File: src/rtl/prio_irq_pkg.sv
package prio_irq_pkg;
  localparam int REG_W     = 8;
  localparam int FLAG_BIT  = 7;
  localparam int MASK_BIT  = 6;
  localparam int LEVEL_BIT = 0;
  localparam int NUM_PINS  = 2;

  typedef enum logic [1:0] {
    VEC_SWI    = 2'b00,
    VEC_EXTA   = 2'b01,
    VEC_SHARED = 2'b10
  } vec_e;

  // strobes from control to datapath
  typedef struct packed {
    logic clrExtA;
  } ctrl_strobe_t;

  // unmasked pending state from datapath to control
  typedef struct packed {
    logic extA;
    logic shared;
  } pend_t;
endpackage

File: src/rtl/irq_pin_sync.sv
module irq_pin_sync #(
  parameter int STAGES = 2
) (
  input  logic clk,
  input  logic rstN,
  input  logic pinIn,
  output logic level,
  output logic fallPulse
);
  logic [STAGES-1:0] chain;
  logic              prevLevel;

  always_ff @(posedge clk) begin
    if (!rstN) begin
      chain     <= '1;
      prevLevel <= 1'b1;
    end else begin
      chain     <= {chain[STAGES-2:0], pinIn};
      prevLevel <= chain[STAGES-1];
    end
  end

  assign level     = chain[STAGES-1];
  assign fallPulse = prevLevel & ~level;

  // an edge yields a single-cycle pulse
  a_r2_single_pulse: assert property (@(posedge clk) disable iff (!rstN)
    fallPulse |=> !fallPulse);
endmodule

File: src/rtl/irq_req_datapath.sv
module irq_req_datapath
  import prio_irq_pkg::*;
#(
  parameter int SYNC_STAGES = 2
) (
  input  logic             clk,
  input  logic             rstN,
  input  logic             extPinA,
  input  logic             extPinB,
  input  logic             timerReq,
  input  logic             regWrEn,
  input  logic             regSel,
  input  logic [REG_W-1:0] regWrData,
  output logic [REG_W-1:0] regRdData,
  input  ctrl_strobe_t     strobes,
  output pend_t            pend
);
  logic [NUM_PINS-1:0] pinVec, pinLevel, pinFall;
  assign pinVec = {extPinB, extPinA};

  for (genvar g = 0; g < NUM_PINS; g++) begin : gSync
    irq_pin_sync #(.STAGES(SYNC_STAGES)) uSync (
      .clk      (clk),
      .rstN     (rstN),
      .pinIn    (pinVec[g]),
      .level    (pinLevel[g]),
      .fallPulse(pinFall[g])
    );
  end

  logic extAFlag, tmrFlag, tmrMask, extBFlag, extBMask;
  logic wrTmr, wrMisc;
  assign wrTmr  = regWrEn && !regSel;
  assign wrMisc = regWrEn &&  regSel;

  always_ff @(posedge clk) begin
    if (!rstN) begin
      extAFlag <= 1'b0;
      tmrFlag  <= 1'b0;
      tmrMask  <= 1'b0;
      extBFlag <= 1'b0;
      extBMask <= 1'b0;
    end else begin
      extAFlag <= (extAFlag & ~strobes.clrExtA) | pinFall[0];
      tmrFlag  <= (tmrFlag & (~wrTmr | regWrData[FLAG_BIT])) | timerReq;
      extBFlag <= (extBFlag & (~wrMisc | regWrData[FLAG_BIT])) | pinFall[1];
      if (wrTmr)  tmrMask  <= regWrData[MASK_BIT];
      if (wrMisc) extBMask <= regWrData[MASK_BIT];
    end
  end

  always_comb begin
    regRdData = '0;
    if (regSel) begin
      regRdData[FLAG_BIT]  = extBFlag;
      regRdData[MASK_BIT]  = extBMask;
      regRdData[LEVEL_BIT] = pinLevel[1];
    end else begin
      regRdData[FLAG_BIT]  = tmrFlag;
      regRdData[MASK_BIT]  = tmrMask;
    end
  end

  assign pend.extA   = extAFlag;
  assign pend.shared = (tmrFlag & ~tmrMask) | (extBFlag & ~extBMask);

  // software writes never raise a request
  a_r8_tmr_no_write_set: assert property (@(posedge clk) disable iff (!rstN)
    (!tmrFlag && !timerReq) |=> !tmrFlag);
  a_r8_extb_no_write_set: assert property (@(posedge clk) disable iff (!rstN)
    (!extBFlag && !pinFall[1]) |=> !extBFlag);
  // shared flags survive everything except a clearing write
  a_r9_extb_sticky: assert property (@(posedge clk) disable iff (!rstN)
    (extBFlag && !(wrMisc && !regWrData[FLAG_BIT])) |=> extBFlag);
endmodule

File: src/rtl/irq_entry_ctrl.sv
module irq_entry_ctrl
  import prio_irq_pkg::*;
(
  input  logic         clk,
  input  logic         rstN,
  input  logic         instrDone,
  input  logic         swiReq,
  input  logic         iFlag,
  input  logic         entryAck,
  input  pend_t        pend,
  output logic         irqEntry,
  output logic         fetchGo,
  output logic [1:0]   vecSel,
  output ctrl_strobe_t strobes
);
  vec_e vecQ;

  always_ff @(posedge clk) begin
    if (!rstN) begin
      irqEntry <= 1'b0;
      fetchGo  <= 1'b0;
      vecQ     <= VEC_SWI;
    end else begin
      irqEntry <= 1'b0;
      fetchGo  <= 1'b0;
      if (instrDone) begin
        if (swiReq) begin
          irqEntry <= 1'b1;
          vecQ     <= VEC_SWI;
        end else if (!iFlag && pend.extA) begin
          irqEntry <= 1'b1;
          vecQ     <= VEC_EXTA;
        end else if (!iFlag && pend.shared) begin
          irqEntry <= 1'b1;
          vecQ     <= VEC_SHARED;
        end else begin
          fetchGo  <= 1'b1;
        end
      end
    end
  end

  assign vecSel          = vecQ;
  assign strobes.clrExtA = entryAck && (vecQ == VEC_EXTA);

  // nothing happens off the boundary
  a_r3_quiet_off_boundary: assert property (@(posedge clk) disable iff (!rstN)
    !instrDone |=> (!irqEntry && !fetchGo));
  // exactly one outcome per boundary
  a_r4_one_outcome: assert property (@(posedge clk) disable iff (!rstN)
    instrDone |=> $onehot({irqEntry, fetchGo}));
  // hardware blocked by the disable flag
  a_r5_iflag_blocks: assert property (@(posedge clk) disable iff (!rstN)
    (instrDone && iFlag && !swiReq) |=> !irqEntry);
  // software interrupt ignores the disable flag
  a_r11_swi_taken: assert property (@(posedge clk) disable iff (!rstN)
    (instrDone && swiReq) |=> (irqEntry && vecSel == 2'b00));
endmodule

File: src/rtl/prio_irq_ctrl.sv
module prio_irq_ctrl
  import prio_irq_pkg::*;
#(
  parameter int SYNC_STAGES = 2
) (
  input  logic             clk,
  input  logic             rstN,
  input  logic             extPinA,
  input  logic             extPinB,
  input  logic             timerReq,
  input  logic             swiReq,
  input  logic             instrDone,
  input  logic             iFlag,
  input  logic             entryAck,
  input  logic             regWrEn,
  input  logic             regSel,
  input  logic [REG_W-1:0] regWrData,
  output logic [REG_W-1:0] regRdData,
  output logic             irqEntry,
  output logic             fetchGo,
  output logic [1:0]       vecSel
);
  ctrl_strobe_t strobes;
  pend_t        pend;

  irq_req_datapath #(.SYNC_STAGES(SYNC_STAGES)) uDp (
    .clk      (clk),
    .rstN     (rstN),
    .extPinA  (extPinA),
    .extPinB  (extPinB),
    .timerReq (timerReq),
    .regWrEn  (regWrEn),
    .regSel   (regSel),
    .regWrData(regWrData),
    .regRdData(regRdData),
    .strobes  (strobes),
    .pend     (pend)
  );

  irq_entry_ctrl uCtrl (
    .clk      (clk),
    .rstN     (rstN),
    .instrDone(instrDone),
    .swiReq   (swiReq),
    .iFlag    (iFlag),
    .entryAck (entryAck),
    .pend     (pend),
    .irqEntry (irqEntry),
    .fetchGo  (fetchGo),
    .vecSel   (vecSel),
    .strobes  (strobes)
  );
endmodule

File: config.mk
export PLATFORM = sky130hd
export DESIGN_NAME = prio_irq_ctrl
export DESIGN_NICKNAME = d
export VERILOG_FILES = /design/src/rtl/prio_irq_pkg.sv /design/src/rtl/irq_pin_sync.sv /design/src/rtl/irq_req_datapath.sv /design/src/rtl/irq_entry_ctrl.sv /design/src/rtl/prio_irq_ctrl.sv
export SDC_FILE = /design/constraint.sdc
export NUM_CORES = 1
export LEC_CHECK = 0
export ABC_CLOCK_PERIOD_IN_PS = 1300
export BUFFER_PORTS_ARGS = -buffer_cell sky130_fd_sc_hd__buf_2
export CAP_MARGIN = 20
export CORE_MARGIN = 2
export CORE_UTILIZATION = 42
export DETAILED_ROUTE_END_ITERATION = 8
export HOLD_SLACK_MARGIN = 0.12
export PLACE_DENSITY = 0.77
export SETUP_SLACK_MARGIN = 0.1
export SLEW_MARGIN = 15
export SYNTH_ARGS = -nofsm -noshare
export SYNTH_HDL_FRONTEND = slang
export SYNTH_SLANG_ARGS = --single-unit
File: constraint.sdc
create_clock -name clk -period 1.3 [get_ports clk]
set_input_delay 0.13 -clock clk [delete_from_list [all_inputs] [get_ports clk]]
set_output_delay 0.13 -clock clk [all_outputs]
set_load 0.005 [all_outputs]
==> results of run 1 <==
[metal layers]
metal  part of all wire  vias to the layer above
li1                   -                      257
met1               0.43                      222
met2               0.48                       27
met3              0.077                        2
met4             0.0076                        0
met5                  0                        -
[flip-flops by register name, summed over array words and instances, names as in the netlist]
register                   cells
uDp.extBMask                   1
uCtrl.vecSel                   2
uDp.extBFlag                   1
uDp.extAFlag                   1
uDp.tmrFlag                    1
uCtrl.fetchGo                  1
uCtrl.irqEntry                 1
uDp.gSync.uSync.prevLevel      2
uDp.tmrMask                    1
uDp.gSync.uSync.chain          4
[power groups by stage]
stage,combinational [uW],sequential (uW),clock (uW)
global placement,88.5,499,0
detailed placement,91.0,500,0
global route,116,491,306
finish,102,489,262
floorplan,60.4,498,0
CTS,103,489,278
[kinds of logic after synthesis]
| logic type | count (synthesis) |
|---|---|
| simple gates | 26 |
| flops | 15 |
| compound gates | 12 |
| buf+inv | 6 |
| mux | 3 |
| other cells | 1 |
[through the flow]
stage / setup WS, ps / std cells
final: 173 / 104
after CTS: 164 / 104
after floorplan: 357 / 67
after detailed placement: 289 / 95
after global routing: 125 / 104
after global placement: 295 / 95
[worst max-delay path: stages, from the launching register on]
cell	delay, ps
dfxtp_1	330
mux2_2	260
buf_2	120
[placed cells by master, fill, tap and decap left out, types with 2 or more instances in the layout]
| master | instances |
|---|---|
| a21oi_1 | 3 |
| a21boi_0 | 3 |
| dlygate4sd3_1 | 5 |
| nor2b_1 | 3 |
| o21ai_0 | 3 |
| nand2b_1 | 12 |
| clkbuf_4 | 3 |
| nand3b_1 | 2 |
| dfxtp_1 | 15 |
| nand2_1 | 4 |
| mux2_2 | 2 |
| buf_2 | 19 |
| conb_1 | 5 |
[worst max-delay path by stage]
stage                                 to                       from  slack (ps)  depth (start not counted)
2_1_floorplan  uCtrl.irqEntry$_SDFF_PP0_  uDp.extBMask$_SDFFE_PN0N_         360                          3
3_3_place_gp   uCtrl.irqEntry$_SDFF_PP0_  uDp.extBMask$_SDFFE_PN0N_         300                          3
3_5_place_dp   uCtrl.irqEntry$_SDFF_PP0_  uDp.extBMask$_SDFFE_PN0N_         290                          3
4_1_cts                     regRdData[6]  uDp.extBMask$_SDFFE_PN0N_         160                          2
5_1_grt                     regRdData[6]  uDp.extBMask$_SDFFE_PN0N_         130                          2
6_report                    regRdData[6]   uDp.tmrMask$_SDFFE_PN0N_         170                          2
[final cells by class]
class	count	area, um2	share of cell area
Clock buffer	3	22.5	0.0288
Clock inverter	1	5.00	0.00639
Multi-Input combinational cell	46	292	0.372
Sequential cell	15	300	0.383
Tap cell	15	18.8	0.0240
Timing Repair Buffer	24	145	0.185
[repair_timing]
item / CTS / global route
hold endpoints to repair: 4 / 0
hold buffers: 5 / 0
setup endpoints to repair: 0 / 0
==> metrics, run 1 <==
Main synth FF type dfxtp_1; CTS max path bufs 2; M1 GR Usage 0.159; Pwr Total 853 uW; synth warn 0; synthesized area 622 um2; H-tree lvl count 1; GRT Overall Usage 0.136; status finished, final reports clean; IO buf count 19; hold path cells 3; Hold Path End uDp.extBMask$_SDFFE_PN0N_; top cell type by total area after synthesis dfxtp_1; DRC Markers 0; antenna cell count 0; Synth Area in Simple Gates 0.258; Starting Density 0.461; adder-cell share of the synthesized area 0; pins over their slew limit 0; Leak 0.000359 uW; RSZ-0062 raised after global routing no; Reg power frac 0.573; most frequent cell after synthesis dfxtp_1; via/cell ratio 4.88; Setup CP Type flop to output port; switching share of power 0.236; Placement Rows 13; hold_sp regWrData[6]; fill count 124; critical path endpoint category output port; critical path required time 1170 ps; Max Freq 887 MHz; grt peak-use layer met2; ranking of synthesized cells by area dfxtp_1 48%, nand2b_1 12%, buf_4 7.2%, a21boi_0 3.6%, mux2_2 3.6%; WL final 1.05 mm; HP Class input pin to flop; grt met2 use 0.203; cts bufs inserted 3; Gate power share 0.120; sequential cell area fraction in the yosys report 0.483; final setup skew 0.739 ps; largest net degree at the start of global routing 18; crit share post-route 0.867; Net Sw Power 202 uW; largest family of logic cells by synthesized area simple AND/OR/NAND/NOR gates; initial antenna violation count 0; flops & latches, synth 15; FF-to-FF setup slack 260 ps; EDFF count, synth 0; layout cells sized above 1 0.292; WP data arrival 1000 ps; Critical R2R Capture uCtrl.irqEntry$_SDFF_PP0_; Crit Path Max Fanout 3; Period minus WS final 1130 ps; nets 109; mux contribution to synthesized area 0.0523; Sink Count 15; Die Area 1800 um2; PostCTS Resize Cnt 0; clock transition at the registers of the reported paths 90 ps; Pint 651 uW; met3 GRT Util 0.0647; peak supply drop 0.599 mV; WL per Instance 10.1 um; routability cong. 0.767; crit path launch type flop; routed via count 508; Clk Latency, worst-skew pair 280 ps; setup violators final 0; cell count after synthesis 63; die height 42.5 um; vias in the first global route 437; worst r2r src uDp.tmrMask$_SDFFE_PN0N_; Final Hold Slack 135 ps; GRT overflow 0; commonest cells in the netlist 15 x dfxtp_1, 12 x nand2b_1, 6 x buf_4, 4 x nand2_1; post-route ant nets 0; Core ar. 1350 um2; Area Overhead vs Synth 26.0%; Power Dens Cells 1090 nW/um2; dpl hpwl 757 um; first drt pass iteration count 4; Unique masters post-synth 20; Synth Area in XOR/XNOR 0; Die X 42.5 um; num ports 31; Yosys top cell area share 0.483; post-CTS setup buffers 0; CTS tree built; Avg Cell Area, Syn 9.87 um2; Area after DPL 706 um2; clock power share 0.307; async set-reset flop share out of synthesis 0; DR iter-0 viols 9; root buffer cell clkbuf_4; Final Util 0.580; path depth of the worst reg2reg path 3; Compound-Gate Fraction of Synth Area 0.129; Final Hold Fails 0; setup_tns 0 ps; number of max-cap violations 0; Final Cell Area 783 um2; first-pass GRT wire length 1.77 mm
No activity file was read; power rests on OpenSTA's default activity.
==> inputs of run 2 (changes only) <==
--- a/config.mk
+++ b/config.mk
@@ -9,10 +9,11 @@
 export BUFFER_PORTS_ARGS = -buffer_cell sky130_fd_sc_hd__buf_2
 export CAP_MARGIN = 20
 export CORE_MARGIN = 2
-export CORE_UTILIZATION = 42
+export CORE_UTILIZATION = 45
+export CTS_BUF_LIST = sky130_fd_sc_hd__clkbuf_2
 export DETAILED_ROUTE_END_ITERATION = 8
 export HOLD_SLACK_MARGIN = 0.12
-export PLACE_DENSITY = 0.77
+export PLACE_DENSITY = 0.82
 export SETUP_SLACK_MARGIN = 0.1
 export SLEW_MARGIN = 15
 export SYNTH_ARGS = -nofsm -noshare
==> metrics, run 2 (synthesis gave the netlist of run 1 again) <==
Die X 41.2 um (was 42.5 um); cts bufs inserted 3 (unchanged); crit-path cells mux2_4 > buf_6 (was mux2_2 > buf_2); IO buf count 19 (unchanged); CP max-delay cell dfxtp_2 (was dfxtp_1); Power Dens Cells 1030 nW/um2 (was 1090 nW/um2); Placement Rows 13 (unchanged); Leak 0.000367 uW (was 0.000359 uW); Sink Count 15 (unchanged); dpl hpwl 737 um (was 757 um); Setup CP Type flop to output port (unchanged); fin worst setup slack 135 ps (was 173 ps); setup violators final 0 (unchanged); Post-Layout Cell Count 105 (was 104); critical path endpoint category output port (unchanged); Final Util 0.613 (was 0.580); critical path required time 1170 ps (about the same); Clk Latency, worst-skew pair 280 ps (about the same); Die Area 1700 um2 (was 1800 um2); post-CTS setup buffers 0 (unchanged); max reg flops 4 (unchanged); CTS max path bufs 2 (unchanged); DRC Markers 0 (unchanged); Max stage delay on crit path 350 ps (was 330 ps); Area Overhead vs Synth 28.4% (was 26.0%); worst slack, placed 268 ps (was 289 ps); Max Freq 858 MHz (was 887 MHz); setup_tns 0 ps (unchanged); WL per Instance 10.6 um (was 10.1 um); via/cell ratio 4.84 (was 4.88); crit share post-route 0.896 (was 0.867); number of max-cap violations 0 (unchanged); status finished, final reports clean (unchanged); Core ar. 1300 um2 (was 1350 um2); first-pass GRT wire length 1.59 mm (was 1.77 mm); Starting Density 0.478 (was 0.461); GRT Overall Usage 0.149 (was 0.136); Final Hold Slack 162 ps (was 135 ps); H-tree lvl count 1 (unchanged); routability cong. 0.774 (was 0.767); most flop-heavy register uDp.gSync.uSync.chain (unchanged); peak supply drop 0.822 mV (was 0.599 mV); post-route ant nets 0 (unchanged); final setup skew 12.0 ps (was 0.739 ps); vias in the first global route 413 (was 437); commonest cells after routing, fill and taps aside 18 x buf_2, 13 x dfxtp_1, 12 x nand2b_1, 6 x dlygate4sd3_1, 5 x conb_1 (was 19 x buf_2, 15 x dfxtp_1, 12 x nand2b_1, 5 x conb_1, 5 x dlygate4sd3_1); RSZ-0062 raised after global routing no (unchanged); die height 41.2 um (was 42.5 um); Period minus WS final 1170 ps (was 1130 ps); pins over their slew limit 0 (unchanged); routed length on met3 88 um (was 81 um); root buffer cell clkbuf_2 (was clkbuf_4); largest net degree at the start of global routing 18 (unchanged); clock transition at the registers of the reported paths 140 ps (was 90 ps); CTS tree built (unchanged); routed via count 508 (unchanged); nets 110 (was 109); WP data arrival 1040 ps (was 1000 ps); num ports 31 (unchanged); met2 WL 535 um (was 502 um); initial antenna violation count 0 (unchanged); layout cells sized above 1 0.311 (was 0.292); DR iter-0 viols 9 (unchanged); HP Class input pin to flop (unchanged); first drt pass iteration count 4 (unchanged); Crit Path Max Fanout 3 (unchanged); crit path launch type flop (unchanged); routed length on met1 488 um (was 453 um); GRT overflow 0 (unchanged); commonest non-fill, non-tap cell in the layout buf_2 (unchanged); antenna cell count 0 (unchanged); placed cell count 95 (unchanged); top sig layer met3 (was met4); Final Hold Fails 0 (unchanged); WL final 1.11 mm (was 1.05 mm)
[run 2: stage by stage]
step / cell area [um2] / total power, uW
global route: 798 / 864
global placement: 706 / 587
CTS: 786 / 825
finish: 798 / 822
detailed placement: 706 / 590
floorplan: 637 / 558
[run 2: critical path: cells and delay by family (launching register included)]
family | cells | cell delay (ps)
buffers and inverters | 1 | 120
DFF | 1 | 350
muxes | 1 | 280
[run 2: where the power goes]
part / switching [uW] / internal [uW] / total [uW]
combinational: 48.0 / 63.8 / 112
sequential: 9.24 / 481 / 490
clock: 139 / 81.6 / 220
total: 196 / 626 / 822
[run 2: path summary, 6_finish.rpt]
kind | slack, ps | to | start | depth (start not counted)
setup / recovery | 130 | regRdData[7] | uDp.tmrFlag$_SDFF_PN0_ | 2
hold / removal | 160 | uDp.extBMask$_SDFFE_PN0N_ | regWrEn | 3
setup reg to reg | 250 | uCtrl.irqEntry$_SDFF_PP0_ | uDp.tmrMask$_SDFFE_PN0N_ | 3
hold reg to reg | 420 | uDp.gSync[1].uSync.chain[1]$_SDFF_PN1_ | uDp.gSync[1].uSync.chain[0]$_SDFF_PN1_ | 1
[run 2: per-layer routing]
layer / global-route usage / up-vias
met3: 0.0815 / 0
met1: 0.150 / 232
met4: 0.0242 / 0
li1: - / 258
met2: 0.270 / 18
met5: 0 / -
[run 2: what timing repair did]
item / 4_1_cts / 5_1_grt
hold buffers: 6 / 0
endpoints found under the hold margin: 7 / 0
resized for setup: 0 / 4
setup endpoints to repair: 0 / 1
[run 2: area by class of cell]
class,count,area [um2]
Clock buffer,4,20.0
Fill cell,126,503
Multi-Input combinational cell,46,295
Sequential cell,15,303
Tap cell,15,18.8
Timing Repair Buffer,25,161
==> inputs of run 3 (changes only) <==
--- a/config.mk
+++ b/config.mk
@@ -8,12 +8,13 @@
 export ABC_CLOCK_PERIOD_IN_PS = 1300
 export BUFFER_PORTS_ARGS = -buffer_cell sky130_fd_sc_hd__buf_2
 export CAP_MARGIN = 20
+export CORE_ASPECT_RATIO = 1.2
 export CORE_MARGIN = 2
-export CORE_UTILIZATION = 45
+export CORE_UTILIZATION = 36
 export CTS_BUF_LIST = sky130_fd_sc_hd__clkbuf_2
 export DETAILED_ROUTE_END_ITERATION = 8
 export HOLD_SLACK_MARGIN = 0.12
-export PLACE_DENSITY = 0.82
+export PLACE_DENSITY = 0.68
 export SETUP_SLACK_MARGIN = 0.1
 export SLEW_MARGIN = 15
 export SYNTH_ARGS = -nofsm -noshare
==> metrics, run 3 (synthesis gave the netlist of run 1 again) <==
status finished, final reports clean (unchanged); switching share of power 0.230 (was 0.238); FF-to-FF setup slack 270 ps (was 250 ps); Area Overhead vs Synth 27.0% (was 28.4%); routed via count 492 (was 508); first-pass GRT wire length 1.73 mm (was 1.59 mm); most flop-heavy register uDp.gSync.uSync.chain (unchanged); Die X 41.9 um (was 41.2 um); GRT Overall Usage 0.112 (was 0.149); final setup skew 1.27 ps (was 12.0 ps); nets 110 (unchanged); Setup CP Type flop to output port (unchanged); WL per Instance 9.47 um (was 10.6 um); WL final 1.02 mm (was 1.11 mm); Power Dens Cells 1020 nW/um2 (was 1030 nW/um2); pins over their slew limit 0 (unchanged); path depth of the worst reg2reg path 3 (unchanged); Final Hold Slack 147 ps (was 162 ps); Leak 0.000362 uW (was 0.000367 uW); crit-path cells mux2_2 > buf_2 (was mux2_4 > buf_6); total stage count of the critical path 2 (unchanged); worst r2r src uDp.tmrMask$_SDFFE_PN0N_ (unchanged); Pint 621 uW (was 626 uW); Pwr Total 806 uW (was 822 uW); buffer and inverter count on the worst path 1 (unchanged); via/cell ratio 4.56 (was 4.84); vias in the first global route 419 (was 413); Max stage delay on crit path 350 ps (about the same); crit share post-route 0.870 (was 0.896); routability cong. 0.678 (was 0.774); num ports 31 (unchanged); dpl hpwl 761 um (was 737 um); DRC Markers 0 (unchanged); largest net degree at the start of global routing 18 (unchanged); Max Freq 884 MHz (was 858 MHz); clock power share 0.264 (was 0.268); Crit Path Max Fanout 3 (unchanged); Core ar. 1620 um2 (was 1300 um2); critical path required time 1170 ps (about the same); Starting Density 0.383 (was 0.478); CTS tree built (unchanged); hold path cells 3 (unchanged); CP max-delay cell dfxtp_1 (was dfxtp_2); Reg power frac 0.607 (was 0.596); Sink Count 15 (unchanged); post-CTS setup buffers 0 (unchanged); Final Hold Fails 0 (unchanged); HP Class input pin to flop (unchanged); clock transition at the registers of the reported paths 120 ps (was 140 ps); root buffer cell clkbuf_2 (unchanged); end of the critical path regRdData[7] (unchanged); commonest cells after routing, fill and taps aside 19 x buf_2, 15 x dfxtp_1, 12 x nand2b_1, 6 x dlygate4sd3_1, 5 x conb_1 (was 18 x buf_2, 13 x dfxtp_1, 12 x nand2b_1, 6 x dlygate4sd3_1, 5 x conb_1); Die Area 2080 um2 (was 1700 um2); Critical Path Start uDp.tmrFlag$_SDFF_PN0_ (unchanged); GRT overflow 0 (unchanged); cts bufs inserted 3 (unchanged); fin worst setup slack 169 ps (was 135 ps); layout cells sized above 1 0.289 (was 0.311); setup_tns 0 ps (unchanged); initial antenna violation count 0 (unchanged); crit path launch type flop (unchanged); critical path endpoint category output port (unchanged); Net Sw Power 185 uW (was 196 uW); peak supply drop 0.592 mV (was 0.822 mV); DR iter-0 viols 6 (was 9); die height 49.5 um (was 41.2 um); WP data arrival 1000 ps (was 1040 ps); CTS max path bufs 2 (unchanged); Gate power share 0.129 (was 0.136); setup violators final 0 (unchanged); IO buf count 19 (unchanged); antenna cell count 0 (unchanged); first drt pass iteration count 3 (was 4); commonest non-fill, non-tap cell in the layout buf_2 (unchanged); CP top delay family flip-flops (unchanged); Clk Latency, worst-skew pair 270 ps (was 280 ps); max reg flops 4 (unchanged); H-tree lvl count 1 (unchanged); RSZ-0062 raised after global routing no (unchanged); Critical R2R Capture uCtrl.irqEntry$_SDFF_PP0_ (unchanged); number of max-cap violations 0 (unchanged); Placement Rows 16 (was 13); worst slack, placed 282 ps (was 268 ps); Period minus WS final 1130 ps (was 1170 ps); post-route ant nets 0 (unchanged)
==> run 3: cell counts in the layout (fill, tap and decap cells not counted) <==
Identical to the previous run, type by type.
==> run 3: power groups by stage <==
stage	Combinational, uW	Sequential [uW]	Clock [uW]
2_1_floorplan	60.4	498	0
3_3_place_gp	89.3	499	0
3_5_place_dp	90.9	500	0
4_1_cts	105	490	225
5_1_grt	117	492	249
6_report	104	489	213
==> run 3: layout make-up <==
cell class | instances | area (um2)
clock buffer | 4 | 20.0
fill | 165 | 832
multi-input combinational | 46 | 292
sequential | 15 | 300
tap | 18 | 22.5
timing repair buffer | 25 | 155
==> run 3: per-stage QoR <==
stage                     cell area, um2  utilization  instances
after floorplan                      637            -         67
after global placement               709        0.438         98
after CTS                            790        0.487        108
final                                790        0.487        108
after detailed placement             709        0.438         98
after global routing                 790        0.487        108
==> run 3: what timing repair did <==
action / 4_1_cts / 5_1_grt
hold buffers: 6 / 0
gates resized for setup: 0 / 0
endpoints found under the hold margin: 5 / 0
endpoints found under the setup margin: 0 / 0
==> run 3: layer usage <==
| layer | track usage | vias to the layer above | part of all wire |
|---|---|---|---|
| met5 | 0 | - | 0 |
| met1 | 0.123 | 224 | 0.43 |
| met4 | 0.0484 | 0 | 0 |
| met3 | 0.0659 | 0 | 0.058 |
| li1 | - | 257 | - |
| met2 | 0.174 | 11 | 0.52 |
==> run 3: worst reg2reg max path, cell delays in order (launching register included) <==
cell      delay, ps
dfxtp_1         360
nand2b_1        130
a21oi_1         100
o311a_1         340
==> run 3: worst min-delay path by stage <==
| stage | start | slack, ps | to |
|---|---|---|---|
| floorplan | rstN | 200 | uDp.gSync[0].uSync.prevLevel$_SDFF_PN1_ |
| global placement | extPinA | 310 | uDp.gSync[0].uSync.chain[0]$_SDFF_PN1_ |
| detailed placement | extPinA | 320 | uDp.gSync[0].uSync.chain[0]$_SDFF_PN1_ |
| CTS | regWrEn | 140 | uDp.extBMask$_SDFFE_PN0N_ |
| global route | regWrEn | 140 | uDp.extBMask$_SDFFE_PN0N_ |
| finish | regWrEn | 150 | uDp.extBMask$_SDFFE_PN0N_ |
